==> src/rtl/coinc_hold_seq_pkg.sv <==
package coinc_hold_seq_pkg;

    typedef enum logic [1:0] {
        ST_IDLE    = 2'd0,
        ST_COLLECT = 2'd1,
        ST_SCAN    = 2'd2,
        ST_PURGE   = 2'd3
    } seq_state_t;

endpackage

==> src/rtl/chs_window_ctr.sv <==
module chs_window_ctr #(
    parameter int GATE_W = 3,
    parameter int WINB_W = 4
) (
    input  logic              clk,
    input  logic              rst_n,
    input  logic              start,
    input  logic              run,
    input  logic [GATE_W-1:0] gate_a,
    input  logic [WINB_W-1:0] win_b,
    output logic              acc_a,
    output logic              exp_b
);
    localparam int CW = (((WINB_W + 1) > GATE_W) ? (WINB_W + 1) : GATE_W) + 1;

    logic [WINB_W-1:0] cnt;
    logic [CW-1:0]     half_edges;
    logic [CW-1:0]     gate_x;
    logic [CW-1:0]     cnt_p1;
    logic [CW-1:0]     winb_eff;

    // cnt holds k-1 on edge k after detection
    always_ff @(posedge clk or negedge rst_n) begin
        if (!rst_n) begin
            cnt <= '0;
        end else if (start) begin
            cnt <= '0;
        end else if (run) begin
            cnt <= cnt + 1'b1;
        end
    end

    always_comb begin
        half_edges = {{(CW-WINB_W-1){1'b0}}, cnt, 1'b0};
        gate_x     = {{(CW-GATE_W){1'b0}}, gate_a};
        cnt_p1     = {{(CW-WINB_W){1'b0}}, cnt} + 1'b1;
        winb_eff   = (win_b == '0) ? CW'(1) : {{(CW-WINB_W){1'b0}}, win_b};
        exp_b      = run && (cnt_p1 >= winb_eff);
        acc_a      = run && !exp_b && (half_edges < gate_x);
    end
endmodule

==> src/rtl/chs_chan_latch.sv <==
module chs_chan_latch #(
    parameter int NCH = 8,
    parameter int AW  = 3
) (
    input  logic           clk,
    input  logic           rst_n,
    input  logic [NCH-1:0] hits,
    input  logic           load,
    input  logic           add,
    input  logic           clr,
    input  logic           drop,
    input  logic [AW-1:0]  drop_idx,
    output logic [NCH-1:0] pending
);
    for (genvar i = 0; i < NCH; i++) begin : g_bit
        always_ff @(posedge clk or negedge rst_n) begin
            if (!rst_n) begin
                pending[i] <= 1'b0;
            end else if (clr) begin
                pending[i] <= 1'b0;
            end else if (load) begin
                pending[i] <= hits[i];
            end else if (add) begin
                pending[i] <= pending[i] | hits[i];
            end else if (drop && (drop_idx == AW'(i))) begin
                pending[i] <= 1'b0;
            end
        end
    end
endmodule

==> src/rtl/chs_low_pick.sv <==
module chs_low_pick #(
    parameter int NCH = 8,
    parameter int AW  = 3
) (
    input  logic [NCH-1:0] req,
    output logic           found,
    output logic [AW-1:0]  idx
);
    always_comb begin
        found = 1'b0;
        idx   = '0;
        for (int i = NCH - 1; i >= 0; i--) begin
            if (req[i]) begin
                found = 1'b1;
                idx   = AW'(i);
            end
        end
    end
endmodule

==> src/rtl/coinc_hold_seq.sv <==
module coinc_hold_seq
    import coinc_hold_seq_pkg::*;
#(
    parameter int NCH     = 8,
    parameter int GATE_W  = 3,
    parameter int WINB_W  = 4,
    parameter int RST_CYC = 2,
    localparam int AW     = (NCH > 1) ? $clog2(NCH) : 1
) (
    input  logic              clk,
    input  logic              rst_n,
    input  logic [NCH-1:0]    ch_trig,
    input  logic [NCH-1:0]    ch_en,
    input  logic              coinc,
    input  logic [GATE_W-1:0] gate_a,
    input  logic [WINB_W-1:0] win_b,
    output logic              srq_n,
    output logic              hold,
    output logic              lch_rst,
    output logic [AW-1:0]     mux_addr,
    output logic              addr_vld
);
    localparam int RCW = (RST_CYC > 1) ? $clog2(RST_CYC) : 1;

    seq_state_t     state, state_d;
    logic [NCH-1:0] hits;
    logic           any_hit;
    logic           start;
    logic           run;
    logic           acc_a;
    logic           exp_b;
    logic           coinc_seen;
    logic           coinc_ok;
    logic [NCH-1:0] pending;
    logic           found;
    logic [AW-1:0]  pick_idx;
    logic           scan_step;
    logic           purge_go;
    logic [RCW-1:0] rcnt;
    logic           rdone;

    assign hits      = ch_trig & ch_en;
    assign any_hit   = |hits;
    assign start     = (state == ST_IDLE) && any_hit;
    assign run       = (state == ST_COLLECT);
    assign coinc_ok  = coinc_seen | coinc;
    assign scan_step = (state == ST_SCAN) && found;
    assign purge_go  = run && exp_b && !coinc_ok;
    assign rdone     = (rcnt == RCW'(RST_CYC - 1));

    chs_window_ctr #(
        .GATE_W (GATE_W),
        .WINB_W (WINB_W)
    ) u_win (
        .clk    (clk),
        .rst_n  (rst_n),
        .start  (start),
        .run    (run),
        .gate_a (gate_a),
        .win_b  (win_b),
        .acc_a  (acc_a),
        .exp_b  (exp_b)
    );

    chs_chan_latch #(
        .NCH (NCH),
        .AW  (AW)
    ) u_latch (
        .clk      (clk),
        .rst_n    (rst_n),
        .hits     (hits),
        .load     (start),
        .add      (acc_a),
        .clr      (purge_go),
        .drop     (scan_step),
        .drop_idx (pick_idx),
        .pending  (pending)
    );

    chs_low_pick #(
        .NCH (NCH),
        .AW  (AW)
    ) u_pick (
        .req   (pending),
        .found (found),
        .idx   (pick_idx)
    );

    always_comb begin
        state_d = state;
        unique case (state)
            ST_IDLE:    if (any_hit) state_d = ST_COLLECT;
            ST_COLLECT: if (exp_b) state_d = coinc_ok ? ST_SCAN : ST_PURGE;
            ST_SCAN:    if (!found) state_d = ST_IDLE;
            ST_PURGE:   if (rdone) state_d = ST_IDLE;
            default:    state_d = ST_IDLE;
        endcase
    end

    // state register and event bookkeeping
    always_ff @(posedge clk or negedge rst_n) begin
        if (!rst_n) begin
            state      <= ST_IDLE;
            coinc_seen <= 1'b0;
            rcnt       <= '0;
        end else begin
            state <= state_d;
            if (start) begin
                coinc_seen <= coinc;
            end else if (run) begin
                coinc_seen <= coinc_ok;
            end
            if (state == ST_PURGE) begin
                rcnt <= rcnt + 1'b1;
            end else begin
                rcnt <= '0;
            end
        end
    end

    // registered outputs
    always_ff @(posedge clk or negedge rst_n) begin
        if (!rst_n) begin
            srq_n    <= 1'b1;
            hold     <= 1'b0;
            lch_rst  <= 1'b0;
            addr_vld <= 1'b0;
            mux_addr <= '0;
        end else begin
            srq_n    <= (state_d == ST_IDLE);
            hold     <= (state_d == ST_SCAN);
            lch_rst  <= (state_d == ST_PURGE);
            addr_vld <= scan_step;
            if (scan_step) begin
                mux_addr <= pick_idx;
            end
        end
    end
endmodule

==> config.mk <==
export PLATFORM = sky130hd
export DESIGN_NAME = coinc_hold_seq
export DESIGN_NICKNAME = d
export VERILOG_FILES = /design/src/rtl/coinc_hold_seq_pkg.sv /design/src/rtl/chs_window_ctr.sv /design/src/rtl/chs_chan_latch.sv /design/src/rtl/chs_low_pick.sv /design/src/rtl/coinc_hold_seq.sv
export SDC_FILE = /design/constraint.sdc
export NUM_CORES = 1
export LEC_CHECK = 0
export CAP_MARGIN = 20
export CORE_MARGIN = 3
export CORE_UTILIZATION = 45
export DETAILED_ROUTE_END_ITERATION = 12
export GPL_TIMING_DRIVEN = 0
export HOLD_SLACK_MARGIN = 0.08
export PLACE_DENSITY_LB_ADDON = 0.15
export SETUP_SLACK_MARGIN = 0.05
export SLEW_MARGIN = 10
export SYNTH_ARGS = -nofsm -noshare
export SYNTH_HDL_FRONTEND = slang
export SYNTH_SLANG_ARGS = --single-unit
==> constraint.sdc <==
create_clock -name clk -period 2.03 [get_ports clk]
set_input_delay 0.5075 -clock clk [delete_from_list [all_inputs] [get_ports clk]]
set_output_delay 0.5075 -clock clk [all_outputs]
set_load 0.03 [all_outputs]
Word-level counts from Yosys, hierarchy flattened
Cells that the tools add are included.
Cells by class
  add/subtract/negate cells: 3
  magnitude comparators: 2
  equality and inequality tests: 12
  multiplexer cells: 60
  bitwise operators: 10
  reductions and logical operators: 31
Operator list (number)
  1-bit 2-to-1 mux: 44
  4-bit nonzero test: 8
  3-bit 2-to-1 mux: 8
  1-bit logical AND: 15
  3-bit == test, second input constant: 4
  4-bit 2-to-1 mux: 3
  1-bit OR: 9
  8-bit bitwise AND: 1
  2-bit == test, second input constant: 4
  2-bit 2-to-1 mux: 4
  2-bit one-hot mux with 4 select lines: 1
  8-bit OR reduction: 1
  3-bit by 2-bit == test with 1-bit output, second input constant: 2
  6-bit >= comparator: 1
  4-bit by 1-bit adder with 5-bit output, second input constant: 1
  5-bit by 3-bit < comparator with 1-bit output: 1
  4-bit by 1-bit adder with 4-bit output, second input constant: 1
  2-bit zero test: 2
  4-bit zero test: 1
  3-bit by 1-bit == test with 1-bit output, second input constant: 1
  3-bit zero test: 1
  2-bit by 1-bit == test with 1-bit output, second input constant: 1
  1-bit zero test: 2
  2-bit nonzero test: 1
  1-bit adder, second input constant: 1
Storage, ports and cells
  bits in registers: 23
  input port bits: 26

Depth between registers and ports, before layout
  depth after elaboration: 14
  gate-level depth with buffers: 9
  mapped depth without buffers: 8

Modules after synthesis
A second synthesis with hierarchy kept.
Unflattened totals
  cell total of the unflattened synthesis: 159
  area total of the unflattened synthesis: 1506.4 um^2
Modules (own cells, without submodules)
  chs_chan_latch: times used 1, cells an instance 50, area each 520.5 um^2
  coinc_hold_seq: times used 1, cells an instance 54, area each 513.0 um^2
  chs_window_ctr: times used 1, cells an instance 42, area each 392.9 um^2
  chs_low_pick: times used 1, cells an instance 13, area each 80.1 um^2

Worst setup path before layout
Ideal clock, no wire load.
  path kind: input -> register
  from: in win_b[2]
  to: reg u_latch.pending[3]
  data arrival time: 2.067 ns
  data required time: 1.926 ns
  setup slack: -0.141 ns
  cell stages on the path: 9
  buffers on the path: 1
  cells stage by stage: inv_1 > a31o_2 > ha_1 > nand2b_1 > a211oi_1 > o21a_1 > buf_2 > nand4_1 > a221oi_1
On the way
  word-level cells in the longest chain between the ends: 10
  elaborated cells between the ends (all ways): 13
Ends and longest elaborated chain
  start, declared: line coinc_hold_seq.sv:16  | input logic [WINB_W-1:0] win_b,
  4-bit zero test: line chs_window_ctr.sv:37  | winb_eff = (win_b == '0) ? CW'(1) : {{(CW-WINB_W){1'b0}}, win_b};
  4-bit 2-to-1 mux *: line chs_window_ctr.sv:37
  6-bit >= comparator *: line chs_window_ctr.sv:38  | exp_b = run && (cnt_p1 >= winb_eff);
  1-bit logical AND *: line chs_window_ctr.sv:38
  1-bit zero test: line chs_window_ctr.sv:39  | acc_a = run && !exp_b && (half_edges < gate_x);
  1-bit logical AND (2 in series): line chs_window_ctr.sv:39
  1-bit 2-to-1 mux: line chs_chan_latch.sv:23  | end else if (add) begin
  1-bit 2-to-1 mux: line chs_chan_latch.sv:21  | end else if (load) begin
  1-bit 2-to-1 mux: line chs_chan_latch.sv:19  | end else if (clr) begin
  end signal, assigned by index: line chs_chan_latch.sv:22  | pending[i] <= hits[i];
  end signal, assigned by index: line chs_chan_latch.sv:24  | pending[i] <= pending[i] | hits[i];
  end, declared: line chs_chan_latch.sv:13  | output logic [NCH-1:0] pending
Mark *: on every way between the ends. The rest lies on a longest branch, timed or not.
A chain may end at the register's enable or synchronous reset.

Worst setup path after layout
  from: in gate_a[1]
  to: reg u_latch.pending[3]
On the way
  word-level cells in the longest chain between the ends: 5
  elaborated cells between the ends (all ways): 6
Ends and longest elaborated chain
  start, declared: line coinc_hold_seq.sv:15  | input logic [GATE_W-1:0] gate_a,
  5-bit by 3-bit < comparator with 1-bit output *: line chs_window_ctr.sv:39
  1-bit logical AND *: line chs_window_ctr.sv:39
  1-bit 2-to-1 mux: line chs_chan_latch.sv:23
  1-bit 2-to-1 mux: line chs_chan_latch.sv:21
  1-bit 2-to-1 mux: line chs_chan_latch.sv:19
Marked as above.

==> flow_summary.json <==
{
  "drtIter0Drc": 52,
  "path_max_fanout": 8,
  "cts-root-buf": "clkbuf_4",
  "cell_internal_pwr_mw": 1.664,
  "power_frac_comb_pct": 64.2,
  "maxSlewHeadroom_pct": 58.66,
  "gp_congestion": 0.8395,
  "cts_tree": "done",
  "layout_common_cells": "clkdlybuf4s50_1 (25), dfrtp_1 (21), nor2_1 (15)",
  "drt-wirelength-per-cell_microns": 15.51,
  "cpPeakStageDelay_ns": 0.46,
  "async_reset_ff_share_pct": 100.0,
  "num_rows": 19,
  "crit_slowest_cell": "clkdlybuf4s50_1",
  "ys_types": 44,
  "die_h_microns": 62.18,
  "slew_viol_final": 0,
  "ys_warn_count": 0,
  "mostFrequentLayoutCell": "clkdlybuf4s50_1",
  "grt_max_degree": 24,
  "core_area_sq_um": 2877,
  "critPathBufInv": 3,
  "final_layout_size_suffix_gt1_share_pct": 27.72,
  "die_area_sq_um": 3866,
  "pwr-share-seq_pct": 28.5,
  "min_period_ns": 2.046,
  "outcome": "complete, but fails checks",
  "fin_nets": 236,
  "required_ns": 2.26,
  "finalNonFillerCells": 244,
  "viasPerCell": 5.590,
  "synthToLayoutAreaGrowth_pct": 44.41,
  "p_switching_mw": 1.327,
  "drt_pre_antenna_iters": 4,
  "crit_type": "in2reg",
  "skew_ns": 0.004900,
  "cap_violations": 0,
  "cp_cell_sequence": "clkdlybuf4s50_1, inv_1, ha_1, nor2b_1, o21ai_1, and3_1, buf_6, nand4_1, a221oi_2",
  "antenna_cells": 0,
  "grt_pass1_vias": 1360,
  "routed_wl_microns": 3784,
  "ys_ff_latch": 23,
  "p_leak_nw": 0.8990,
  "wl_met1_microns": 1589,
  "routed-wl-met3_microns": 201,
  "p_per_area_nw_per_um2": 1458,
  "die_w_microns": 62.18,
  "cts-buffers-inserted": 3,
  "met2_length_microns": 1959,
  "synthFlopType": "dfrtp_1",
  "synth.avg_cell_area_sq_um": 9.282,
  "hpwl_microns": 2726,
  "ios": 33,
  "hold_violations": 0,
  "vdd_drop_max_uv": 817.6,
  "setup_viol": 1,
  "clockPowerShare_pct": 7.3,
  "crit_family": "buffers and inverters",
  "port_buffers": 32,
  "antenna_found_initial": 0,
  "initial_core_util_pct": 49.37,
  "setup.worst_path.end_class": "flop",
  "placedCellCount": 227,
  "synth_edf_count": 0,
  "syn_nets": 186,
  "fmax_mhz": 488.7,
  "total_power_mw": 2.991,
  "failed_checks": "negative setup slack",
  "power_switching_share_pct": 44.38,
  "startpoint_type": "primary input",
  "arrival_ns": 2.27,
  "cts.sinks": 23,
  "grt_setup_unrepaired": "true",
  "syn-cell-area_sq_um": 1420,
  "routed.top_layer": "met4",
  "drc": 0,
  "tightest_slew_ns": 0.6145,
  "hold_path.class": "in2async",
  "insertion_delay_ns": 0.31,
  "grt_overflow": 0,
  "final_util_pct": 71.29,
  "grt_use_total_pct": 20.73,
  "fin_crit_sh_pct": 100.8,
  "syn_inst": 153,
  "setup_slack_ns": -0.01636,
  "cts_max_level": 1,
  "grt_pass1_wl_microns": 6486,
  "synth.yosys.seq_area_share_pct": 40.62,
  "cts_buffer_depth": 2,
  "antenna_left": 0,
  "path_clk_slew_ns": 0.13,
  "via_count": 1364
}
power groups by stage:
stage / clock network, mW / logic (mW) / registers [mW]
2_1_floorplan: 0 / 1.05 / 0.926
3_3_place_gp: 0 / 1.53 / 0.845
3_5_place_dp: 0 / 1.57 / 0.856
4_1_cts: 0.214 / 1.85 / 0.842
5_1_grt: 0.240 / 2.09 / 0.878
6_report: 0.217 / 1.92 / 0.852
cell families (layout without fill, tap and decap cells):
logic type	Yosys count	count (layout)	share of synthesized area (%)
muxes	1	1	0.7929
and+or+nand+nor	67	67	26.17
adders and majority gates	7	7	6.167
xor gates and xnor gates	2	2	1.234
buffers and inverters	16	65	5.110
DFF	23	23	40.62
AOI/OAI and AO/OA	37	37	19.91
layer usage:
layer	GRT usage, %	up-vias
li1	-	657
met1	26.26	656
met2	36.56	47
met3	3.243	4
met4	5.801	0
met5	0	-
synthesized netlist by cell type, types with 2 or more instances:
library cell,n,area share (%)
a32oi_1,3,1.9
nand3_1,5,1.8
nor4_1,2,0.88
a21oi_1,5,1.8
buf_2,4,1.4
o21a_1,2,1.1
dfrtp_1,22,39
ha_1,7,6.2
nor2b_1,2,0.88
nand2b_1,4,1.8
and2_1,2,0.88
a211oi_1,7,3.7
o21ai_1,2,0.70
o21ai_0,5,1.8
nand2_1,16,4.2
a22o_1,2,1.2
or2_2,2,0.88
nor3_1,6,2.1
o31ai_1,2,1.1
inv_1,10,2.6
nor2_1,15,4.0
nand4_1,6,2.6
metrics by stage:
step                      hold WS [ns]  instance area [sq um]    TNS, ns  setup WS, ns
after detailed placement        0.4927                   1846     -9.191       -0.7599
after CTS                       0.5210                   2004  -0.003430     -0.003430
after global routing            0.4352                   2051    -0.2667      -0.09726
after global placement          0.4651                   1846     -8.239       -0.6700
final                           0.4266                   2051   -0.01636      -0.01636
after floorplan                 0.2119                   1473          0       0.02303
sequential cells by signal, indices dropped and copies added, names as in the netlist:
name / flops
u_win.cnt: 4
rcnt: 1
mux_addr: 3
u_latch.pending: 8
coinc_seen: 1
srq_n: 1
addr_vld: 1
hold: 1
lch_rst: 1
state: 2
what timing repair did:
item                       CTS  global route
setup endpoints to repair   13            13
pin swaps                   14             6
setup buffers               10             1
gates resized for setup     34             5
hold buffers                 0             0
cloned                       1             0
area by class of cell:
class / instances / area, sq um
tap: 42 / 52.55
clock buffer: 3 / 22.52
timing repair buffer: 45 / 424.2
clock inverter: 1 / 5.005
buffer: 6 / 47.55
fill: 226 / 825.8
inverter: 10 / 47.55
sequential: 23 / 578.1
multi-input combinational: 114 / 873.3
worst paths after layout:
check / from / to / slack, ns / depth (start not counted)
hold reg to reg: mux_addr[1] / mux_addr[1] / 0.52 / 2
setup / recovery: gate_a[1] / u_latch.pending[3] / -0.02 / 9
min in group clk: mux_addr[1] / mux_addr[1] / 0.52 / 2
hold / removal: rst_n / mux_addr[1] / 0.43 / 1
max in group asynchronous: rst_n / srq_n / 1.12 / 2
setup reg to reg: u_win.cnt[0] / u_latch.pending[3] / 0.01 / 8
No activity file was read; power rests on OpenSTA's default activity.
